--- config.mk ---
export PLATFORM = sky130hd
export DESIGN_NAME = smb_host
export DESIGN_NICKNAME = d
export VERILOG_FILES = /design/src/rtl/smb_pkg.sv /design/src/rtl/smb_tick.sv /design/src/rtl/smb_seq.sv /design/src/rtl/smb_host.sv
export SDC_FILE = /design/constraint.sdc
export NUM_CORES = 1
export LEC_CHECK = 0
export ABC_AREA = 1
export BUFFER_PORTS_ARGS = -buffer_cell sky130_fd_sc_hd__buf_2
export CORE_MARGIN = 3
export CORE_UTILIZATION = 40
export DETAILED_ROUTE_END_ITERATION = 6
export PLACE_DENSITY = 0.65
export SYNTH_ARGS = -nofsm -noshare
export SYNTH_HDL_FRONTEND = slang
export SYNTH_HIERARCHICAL = 1
export SYNTH_SLANG_ARGS = --single-unit
--- constraint.sdc ---
create_clock -name clk -period 4.9 [get_ports clk]
set_clock_uncertainty 0.1 [all_clocks]
set_input_delay 1.47 -clock clk [delete_from_list [all_inputs] [get_ports clk]]
set_output_delay 1.47 -clock clk [all_outputs]
set_load 0.02 [all_outputs]
--- src/rtl/smb_pkg.sv ---
package smb_pkg;

    localparam logic [2:0] OFS_STAT  = 3'd0;
    localparam logic [2:0] OFS_CTRL  = 3'd1;
    localparam logic [2:0] OFS_TADDR = 3'd2;
    localparam logic [2:0] OFS_CMD   = 3'd3;
    localparam logic [2:0] OFS_DATA  = 3'd4;
    localparam logic [2:0] OFS_DIV   = 3'd5;

    localparam logic [2:0] MODE_BYTE  = 3'b001;
    localparam logic [2:0] MODE_BDATA = 3'b010;

    localparam int CTRL_GO   = 6;
    localparam int STAT_DONE = 1;
    localparam int STAT_DERR = 2;

    typedef enum logic [2:0] {
        SQ_IDLE, SQ_START, SQ_XFER, SQ_RESTART, SQ_STOP
    } sq_state_t;

    typedef enum logic [1:0] { OP_WR, OP_RD, OP_RS, OP_END } op_t;

    typedef struct packed {
        op_t        op;
        logic [7:0] val;
    } step_t;

    // Step table: what happens at step i of a transaction.
    function automatic step_t step_at(input logic [2:0] mode, input logic [7:0] ta,
                                      input logic [7:0] cmd, input logic [7:0] dat,
                                      input logic [2:0] i);
        step_t s;
        logic  rd;
        rd = ta[0];
        s.op  = OP_END;
        s.val = 8'h00;
        if (mode == MODE_BDATA) begin
            case (i)
                3'd0: begin s.op = OP_WR; s.val = {ta[7:1], 1'b0}; end
                3'd1: begin s.op = OP_WR; s.val = cmd; end
                3'd2: begin s.op = rd ? OP_RS : OP_WR; s.val = dat; end
                3'd3: begin s.op = rd ? OP_WR : OP_END; s.val = {ta[7:1], 1'b1}; end
                3'd4: begin s.op = rd ? OP_RD : OP_END; end
                default: s.op = OP_END;
            endcase
        end else begin
            case (i)
                3'd0: begin s.op = OP_WR; s.val = ta; end
                3'd1: begin s.op = rd ? OP_RD : OP_WR; s.val = dat; end
                default: s.op = OP_END;
            endcase
        end
        return s;
    endfunction

    function automatic op_t op_at(input logic [2:0] mode, input logic [7:0] ta,
                                  input logic [7:0] cmd, input logic [7:0] dat,
                                  input logic [2:0] i);
        step_t s;
        s = step_at(mode, ta, cmd, dat, i);
        return s.op;
    endfunction

endpackage

--- src/rtl/smb_tick.sv ---
module smb_tick #(
    parameter int DIV_W = 8
) (
    input  logic             clk,
    input  logic             rst_n,
    input  logic [DIV_W-1:0] div,
    output logic             tick
);
    logic [DIV_W-1:0] cnt_q;

    assign tick = (cnt_q == '0);

    always_ff @(posedge clk or negedge rst_n) begin
        if (!rst_n) cnt_q <= '0;
        else        cnt_q <= tick ? div : cnt_q - 1'b1;
    end
endmodule

--- src/rtl/smb_seq.sv ---
module smb_seq
    import smb_pkg::*;
(
    input  logic       clk,
    input  logic       rst_n,
    input  logic       tick,
    input  logic       start,
    input  logic [2:0] mode,
    input  logic [7:0] taddr,
    input  logic [7:0] cmd,
    input  logic [7:0] dat,
    input  logic       scl_in,
    input  logic       sda_in,
    output logic       scl_oe,
    output logic       sda_oe,
    output logic       busy,
    output logic       fin,
    output logic       fin_err,
    output logic       rx_valid,
    output logic [7:0] rx_byte
);
    sq_state_t  state_q, state_d;
    logic [1:0] q_q, q_d;
    logic [3:0] bc_q, bc_d;
    logic [2:0] idx_q, idx_d;
    logic [7:0] sh_q, sh_d;
    logic       rbit_q, rbit_d;
    logic       err_q, err_d;
    logic       adv;
    op_t        cur_op;
    step_t      nxt;

    assign cur_op  = op_at(mode, taddr, cmd, dat, idx_q);
    assign nxt     = step_at(mode, taddr, cmd, dat, idx_q + 3'd1);
    assign adv     = tick && !(q_q == 2'd2 && !scl_in);
    assign busy    = (state_q != SQ_IDLE);
    assign rx_byte = sh_q;

    // State register
    always_ff @(posedge clk or negedge rst_n) begin
        if (!rst_n) begin
            state_q <= SQ_IDLE;
            q_q     <= '0;
            bc_q    <= '0;
            idx_q   <= '0;
            sh_q    <= '0;
            rbit_q  <= 1'b1;
            err_q   <= 1'b0;
        end else begin
            state_q <= state_d;
            q_q     <= q_d;
            bc_q    <= bc_d;
            idx_q   <= idx_d;
            sh_q    <= sh_d;
            rbit_q  <= rbit_d;
            err_q   <= err_d;
        end
    end

    // Next state
    always_comb begin
        state_d  = state_q;
        q_d      = q_q;
        bc_d     = bc_q;
        idx_d    = idx_q;
        sh_d     = sh_q;
        rbit_d   = rbit_q;
        err_d    = err_q;
        fin      = 1'b0;
        fin_err  = 1'b0;
        rx_valid = 1'b0;
        unique case (state_q)
            SQ_IDLE: if (start) begin
                state_d = SQ_START;
                q_d     = '0;
                idx_d   = '0;
                err_d   = 1'b0;
                sh_d    = step_at(mode, taddr, cmd, dat, 3'd0).val;
            end
            SQ_START: if (tick) begin
                q_d = q_q + 2'd1;
                if (q_q == 2'd1) begin
                    state_d = SQ_XFER;
                    q_d     = '0;
                    bc_d    = '0;
                end
            end
            SQ_XFER: if (adv) begin
                q_d = q_q + 2'd1;
                if (q_q == 2'd2) rbit_d = sda_in;
                if (q_q == 2'd3) begin
                    if (bc_q != 4'd8) begin
                        sh_d = {sh_q[6:0], rbit_q};
                        bc_d = bc_q + 4'd1;
                    end else if (cur_op == OP_WR && rbit_q) begin
                        err_d   = 1'b1;
                        state_d = SQ_STOP;
                    end else begin
                        rx_valid = (cur_op == OP_RD);
                        idx_d    = idx_q + 3'd1;
                        bc_d     = '0;
                        sh_d     = nxt.val;
                        unique case (nxt.op)
                            OP_WR, OP_RD: state_d = SQ_XFER;
                            OP_RS:        state_d = SQ_RESTART;
                            OP_END:       state_d = SQ_STOP;
                        endcase
                    end
                end
            end
            SQ_RESTART: if (adv) begin
                q_d = q_q + 2'd1;
                if (q_q == 2'd3) begin
                    idx_d   = idx_q + 3'd1;
                    bc_d    = '0;
                    sh_d    = nxt.val;
                    state_d = SQ_XFER;
                end
            end
            SQ_STOP: if (adv) begin
                q_d = q_q + 2'd1;
                if (q_q == 2'd3) begin
                    state_d = SQ_IDLE;
                    fin     = 1'b1;
                    fin_err = err_q;
                end
            end
        endcase
    end

    // Line drive (Moore)
    always_comb begin
        scl_oe = 1'b0;
        sda_oe = 1'b0;
        unique case (state_q)
            SQ_IDLE: ;
            SQ_START: begin
                sda_oe = 1'b1;
                scl_oe = (q_q == 2'd1);
            end
            SQ_XFER: begin
                scl_oe = (q_q == 2'd0) || (q_q == 2'd3);
                sda_oe = (bc_q != 4'd8) && (cur_op == OP_WR) && !sh_q[7];
            end
            SQ_RESTART: begin
                scl_oe = (q_q == 2'd0);
                sda_oe = (q_q == 2'd3);
            end
            SQ_STOP: begin
                scl_oe = (q_q == 2'd0);
                sda_oe = (q_q != 2'd3);
            end
        endcase
    end
endmodule

--- src/rtl/smb_host.sv ---
module smb_host
    import smb_pkg::*;
#(
    parameter int DIV_W    = 8,
    parameter int DIV_INIT = 9
) (
    input  logic       clk,
    input  logic       rst_n,
    input  logic       reg_wr,
    input  logic [2:0] reg_addr,
    input  logic [7:0] reg_wdata,
    output logic [7:0] reg_rdata,
    input  logic       scl_in,
    output logic       scl_oe,
    input  logic       sda_in,
    output logic       sda_oe
);
    logic [7:0]       ctrl_q, taddr_q, cmd_q, data_q;
    logic [DIV_W-1:0] div_q;
    logic             done_q, err_q;
    logic             busy, tick, fin, fin_err, rx_valid;
    logic [7:0]       rx_byte;
    logic             go_req, mode_ok, start_go, wr_ok;
    logic [2:0]       mode_eff;

    assign go_req   = reg_wr && reg_addr == OFS_CTRL && reg_wdata[CTRL_GO];
    assign mode_ok  = reg_wdata[4:2] == MODE_BYTE || reg_wdata[4:2] == MODE_BDATA;
    assign start_go = go_req && mode_ok && !busy && !done_q && !err_q;
    assign mode_eff = start_go ? reg_wdata[4:2] : ctrl_q[4:2];
    assign wr_ok    = reg_wr && !busy;

    smb_tick #(.DIV_W(DIV_W)) u_tick (
        .clk(clk), .rst_n(rst_n), .div(div_q), .tick(tick)
    );

    smb_seq u_seq (
        .clk(clk), .rst_n(rst_n), .tick(tick), .start(start_go),
        .mode(mode_eff), .taddr(taddr_q), .cmd(cmd_q), .dat(data_q),
        .scl_in(scl_in), .sda_in(sda_in), .scl_oe(scl_oe), .sda_oe(sda_oe),
        .busy(busy), .fin(fin), .fin_err(fin_err),
        .rx_valid(rx_valid), .rx_byte(rx_byte)
    );

    always_ff @(posedge clk or negedge rst_n) begin
        if (!rst_n) begin
            ctrl_q  <= '0;
            taddr_q <= '0;
            cmd_q   <= '0;
            data_q  <= '0;
            div_q   <= DIV_W'(DIV_INIT);
            done_q  <= 1'b0;
            err_q   <= 1'b0;
        end else begin
            if (wr_ok) begin
                unique case (reg_addr)
                    OFS_CTRL:  ctrl_q  <= reg_wdata & ~(8'd1 << CTRL_GO);
                    OFS_TADDR: taddr_q <= reg_wdata;
                    OFS_CMD:   cmd_q   <= reg_wdata;
                    OFS_DATA:  data_q  <= reg_wdata;
                    OFS_DIV:   div_q   <= DIV_W'(reg_wdata);
                    default: ;
                endcase
            end
            if (rx_valid) data_q <= rx_byte;
            if (fin) begin
                done_q <= !fin_err;
                err_q  <= fin_err;
            end else if (reg_wr && reg_addr == OFS_STAT) begin
                if (reg_wdata[STAT_DONE]) done_q <= 1'b0;
                if (reg_wdata[STAT_DERR]) err_q  <= 1'b0;
            end
        end
    end

    always_comb begin
        unique case (reg_addr)
            OFS_STAT:  reg_rdata = {5'd0, err_q, done_q, busy};
            OFS_CTRL:  reg_rdata = ctrl_q;
            OFS_TADDR: reg_rdata = taddr_q;
            OFS_CMD:   reg_rdata = cmd_q;
            OFS_DATA:  reg_rdata = data_q;
            OFS_DIV:   reg_rdata = 8'(div_q);
            default:   reg_rdata = 8'h00;
        endcase
    end
endmodule

Yosys cells after proc, flatten, opt, wreduce, memory -nomap -nowiden
Index checks and enable logic that the tools add are counted.

Divide/modulo/power cells: 0. Multiply operators: 0. $add $sub $neg: 4. Mux-type cells: 89. Equal/unequal tests: 43. Reductions and logical operators: 58. Order comparisons: 0. Shift operators: 0. Bitwise logic cells: 0.

Operators with widths (count): 2-to-1 mux 8 bit (11); one-hot mux 8 bit (4 select lines) (2); 2-to-1 mux 3 bit (19); one-hot mux 8 bit (6 select lines) (1); 2-to-1 mux 4 bit (8); one-hot mux 8 bit (2 select lines) (2); equality test 3 x 2 -> 1 bit, second input constant (10); 2-to-1 mux 1 bit (24); one-hot mux 8 bit (3 select lines) (1); 2-to-1 mux 10 bit (2); != test 2 x 1 -> 1 bit, second input constant (10); one-hot mux 3 bit (3 select lines) (2); one-hot mux 2 bit (4 select lines) (2); AND reduction 8 bit (2); equality test 3 x 1 -> 1 bit, second input constant (5); equality test 3 bit, second input constant (5); one-hot mux 3 bit (5 select lines) (1); 2-to-1 mux 2 bit (7); AND reduction 2 bit (7); logical AND 1 bit (13); zero test 3 bit (4); one-hot mux 4 bit (3 select lines) (1); nonzero test 2 bit (6); AND reduction 10 bit (1); 24 further kinds (48).

Input bits: 16. Logic and storage cells: 209. Bits in read-only memories: 0. RAM bits: 0. Register bits: 71. Memories: 0. Latch bits: 0.

Logic depth before layout (Yosys ltp)
Word-level depth: 19. Depth in mapped cells: 21. Depth with buffers taken out: 21.

Modules after synthesis
Netlist, hierarchy kept.

By module, submodules not included: smb_seq (times used 1, area each 2285.9 µm², cells each 362); smb_host (times used 1, area each 2218.4 µm², cells each 285); smb_tick (times used 1, area each 555.5 µm², cells each 69).

Worst setup path before layout
OpenSTA, ideal clock, no wires.

Kind: input -> output. From: input port reg_addr[2]. To: output port sda_oe. Arrival time: 3158 ps. Path buffers: 1. Path slack: 172 ps. Required time: 3330 ps. Stages: 18. Cell sequence: buf_2 -> inv_2 -> nand3_2 -> nor2_1 -> nand2_1 -> nand2_1 -> nand2_1 -> inv_1 -> nand2_1 -> nor2_4 -> nand2_1 -> nor2_1 -> nand2_1 -> nand2_1 -> nand2_1 -> inv_1 -> nand2_1 -> o211ai_1.

Word-level cells in the longest chain between the ends: 14.

Ends and longest elaborated chain: from (decl) (RTL line smb_host.sv:10) `input logic [2:0] reg_addr,`; equality test 3 x 1 -> 1 bit (RTL line smb_host.sv:26) `assign go_req = reg_wr && reg_addr == OFS_CTRL && reg_wdata[CTRL_GO];`; logical AND 1 bit (2 in series) (RTL line smb_host.sv:26); logical AND 1 bit (4 in series) (RTL line smb_host.sv:28) `assign start_go = go_req && mode_ok && !busy && !done_q && !err_q;`; 2-to-1 mux 3 bit (RTL line smb_host.sv:29) `assign mode_eff = start_go ? reg_wdata[4:2] : ctrl_q[4:2];`; net mode_eff[0] (RTL line smb_host.sv:24) `logic [2:0] mode_eff;`; equality test 3 x 2 -> 1 bit (RTL line smb_pkg.sv:37) `if (mode == MODE_BDATA) begin`; 2-to-1 mux 10 bit (RTL line smb_pkg.sv:37); zero test 2 bit (RTL line smb_seq.sv:143) `sda_oe = (bc_q != 4'd8) && (cur_op == OP_WR) && !sh_q[7];`; logical AND 1 bit (2 in series) (RTL line smb_seq.sv:143); one-hot mux 1 bit (4 select lines) (RTL line smb_seq.sv:135) `unique case (state_q)`; to (decl) (RTL line smb_host.sv:16) `output logic sda_oe`.

The timed path passes the listed nets, and every way through them passes these cells.

Final worst setup path
From: input port reg_addr[1]. To: output port sda_oe.

Word-level cells in the longest chain between the ends: 14.

Ends and longest elaborated chain: equality test 3 x 1 -> 1 bit (RTL line smb_host.sv:26); logical AND 1 bit (2 in series) (RTL line smb_host.sv:26); logical AND 1 bit (4 in series) (RTL line smb_host.sv:28); net start_go (RTL line smb_host.sv:23) `logic go_req, mode_ok, start_go, wr_ok;`; 2-to-1 mux 3 bit (RTL line smb_host.sv:29); net mode_eff[2] (RTL line smb_host.sv:24); equality test 3 x 2 -> 1 bit (RTL line smb_pkg.sv:37); 2-to-1 mux 10 bit (RTL line smb_pkg.sv:37); zero test 2 bit (RTL line smb_seq.sv:143); logical AND 1 bit (2 in series) (RTL line smb_seq.sv:143); one-hot mux 1 bit (4 select lines) (RTL line smb_seq.sv:135).

The timed path passes the listed nets, and every way through them passes these cells.

==> results.md <==
* Via count at 4814
* Post-route setup slack at 191 ps
* Area leader, netlist: dfrtp_1
* Hold slack at 402 ps
* Die Width at 118 um
* Grt met2 use at 31.2%
* Req. time, crit path at 3330 ps
* Fmax at 212 MHz
* Hpwl dp at 10.5 mm
* Gr ovfl total at 0
* Clk slew on worst S/H paths at 50 ps
* Yosys reg bits at 71
* Synthesis-to-layout area growth at 11.0%
* Initial core utilization at 41.4%
* Place WS at -6.34 ps
* Crit share post-route at 96.1%
* Critical path class: input pin to output pin
* Final Max Tran Viols at 0
* MaxCap Viol Count at 0
* Clk sinks at 71
* Nets at 776
* Fin area at 0.00562 sq mm
* Yosys warning total at 6
* Non-Filler Instances at 917
* Overall routing resource usage at 20.1%
* Worst skew pair latency at 340 ps
* Reg2Reg Depth at 18
* Post-DR vias/cell at 5.25
* IO buf count at 25
* Top-count cell post-synth: nand2_1
* Diodes inserted at 0
* Post-route ant nets at 0
* Mapped Area at 0.00506 sq mm
* Grt peak-use layer: met2
* Final wirelength at 13.9 mm
* Syn_nets at 747
* Slew at the pin closest to its max-slew limit at 729 ps
* Unique masters post-synth at 42
* RSZ-0062 raised after global routing: no
* Post-synth top area share at 33.6%
* # IOs at 26
* CTS root buffer: clkbuf_16
* Post-synth EDFFs at 0
* Endpoints failing hold at 0
* Placed inst area at 0.00533 sq mm
* Worst Path Max Fanout at 4
* 1st-iter DRT viols at 417
* Worst hold path stage count at 1
* Wire per inst at 15.1 um
* First-pass detailed-route iteration total at 5
* Row count at 40
* Status: complete, no violations
* Top_reg_cell synth: dfrtp_1
* Crit start category: input pin
* CTS Buf Count at 9
* Number of global-route vias before repair at 4499
* Pwr/cell area at 581 mW/mm^2
* Post-synth top cells: nand2_1 (208), nand3_1 (80), dfrtp_1 (68)
* # fillers at 1259
* Placed cell count at 900
* R2r setup slk at 1380 ps
* Critical R2R Launch: u_seq/state_q[1]$_DFFE_PN0P_
* Hold worst-path end: u_tick/cnt_q[0]$_DFF_PN0_
* Post-CTS Hold Buffers at 0
* Reg-to-reg endpoint: data_q[5]$_DFFE_PN0P_
* Post-Syn Instances at 716
* Die footprint at 0.0140 sq mm
* Met1 Track Usage GR at 26.8%
* Sequential fraction of the synthesis area at 35.2%
* Lkg Pwr at 2.83 nW
* Layout cell share with drive strength beyond 1 at 18.0%
* Peak VDD IR at 0.217 mV
* DRC viols at 0
* Post-Syn Area per Cell at 7.07 sq um
* CP Data Arrival Time at 3140 ps
* Largest cells by area after synthesis: dfrtp_1 (34%), nand2_1 (15%), nand3_1 (7.9%)
* Slew HR at 51.4%
* Clk buf depth at 2
* M3 GR Usage at 4.26%
* Ys async rst share at 100%
* Final worst path period need at 4710 ps
* Crit. End Element: output pin
* First-pass GRT wire length at 22.7 mm
* Die Ht at 118 um
* Core Footprint at 0.0122 sq mm
* Initial antenna violation count at 0
* Pin count of the biggest net entering global routing at 31
* Worst min-delay path class: flop to flop
* Routability congestion estimate from global placement at 0.913
* CTS HTree Levels at 3
* Min-delay src: u_tick/cnt_q[0]$_DFF_PN0_
* Setup Viol. Count Final at 0
* CTS tree: done
[worst max-delay path, stage by stage]
cell and delay [ps]:
buf_2 110, inv_2 60, nand3_2 90, nor2_2 180, nand2_2 90, inv_2 80
nor2_2 50, nand3b_1 210, buf_4 180, nand3_1 100, nand2_1 80, nand2_1 70
inv_1 50, nand2_1 60, o211ai_1 80, buf_2 170
[final cells by class]
cell class / count / area (sq um) / area share [%]
Multi-Input combinational cell: 544 / 2820 / 50.3
Sequential cell: 71 / 1780 / 31.7
Inverter: 80 / 308 / 5.48
Clock buffer: 11 / 243 / 4.32
Timing Repair Buffer: 39 / 230 / 4.10
Tap cell: 168 / 210 / 3.74
Clock inverter: 4 / 22.5 / 0.401
[cell usage in the layout, fill, tap and decap left out, types with 3 or more instances in the layout]
| master | instances |
|---|---|
| nor2_2 | 7 |
| nor2_4 | 8 |
| buf_4 | 14 |
| inv_2 | 15 |
| clkbuf_16 | 9 |
| ha_1 | 15 |
| nand4_1 | 19 |
| inv_1 | 63 |
| nand3_1 | 80 |
| dfrtp_1 | 68 |
| buf_2 | 25 |
| a21oi_1 | 36 |
| nand3_2 | 4 |
| o21ai_2 | 11 |
| o21ai_0 | 22 |
| o21ai_1 | 27 |
| nand2_4 | 5 |
| clkinv_2 | 3 |
| dfstp_2 | 3 |
| o211ai_1 | 5 |
| nor2_1 | 59 |
| nand2_1 | 207 |
| nand3b_1 | 4 |
| nand2_2 | 18 |
[worst max-delay path by stage]
stage,from,to,slack [ps]
2_1_floorplan,reg_addr[2],sda_oe,170
3_3_place_gp,reg_wdata[4],sda_oe,90
3_5_place_dp,reg_addr[1],sda_oe,-6
4_1_cts,reg_addr[1],sda_oe,110
5_1_grt,reg_addr[1],sda_oe,20
6_report,reg_addr[1],sda_oe,190
[metal layers]
| layer | wire length [um] | part of all wire [%] |
|---|---|---|
| met5 | 0 | 0 |
| met4 | 406 | 2.9 |
| met3 | 908 | 6.5 |
| met2 | 6370 | 46 |
| met1 | 6200 | 45 |
[registers in the layout, indices dropped and copies added (netlist names)]
signal	flops
cmd_q	8
ctrl_q	7
data_q	8
div_q	8
done_q	1
err_q	1
taddr_q	8
u_seq/bc_q	4
u_seq/err_q	1
u_seq/idx_q	3
u_seq/q_q	2
u_seq/rbit_q	1
u_seq/rx_byte	8
u_seq/state_q	3
u_tick/cnt_q	8
[per-stage QoR]
| step | setup TNS, ps | utilization, % | total power (W) |
|---|---|---|---|
| finish | 0 | 46.0 | 0.00326 |
| global route | 0 | 46.0 | 0.00353 |
| CTS | 0 | 45.9 | 0.00327 |
| detailed placement | -6.34 | 43.6 | 0.00264 |
| global placement | 0 | 43.6 | 0.00260 |
| floorplan | 0 | - | 0.00222 |
[kinds of logic after synthesis]
group,after synthesis,share of synthesized area [%]
adder cells (fa/ha/maj),15,3.71
AND/OR/NAND/NOR,421,39.5
AO/OA/AOI/OAI,104,11.6
multiplexers,1,0.198
XOR/XNOR,3,0.519
buffers and inverters,101,9.20
flip-flops,71,35.2
[where the power goes]
group	switching (W)	total, W	leakage (nW)	internal (W)
logic	0.000987	0.00154	1.81	0.000557
clock network	0.000246	0.000597	0.131	0.000351
registers	0.000282	0.00112	0.885	0.000839
[repair_timing]
| action | in CTS | in global routing |
|---|---|---|
| resized for setup | 0 | 4 |
| setup buffers | 2 | 0 |
| setup endpoints to repair | 1 | 1 |
| gates cloned | 0 | 0 |
No activity file was read; power rests on OpenSTA's default activity.
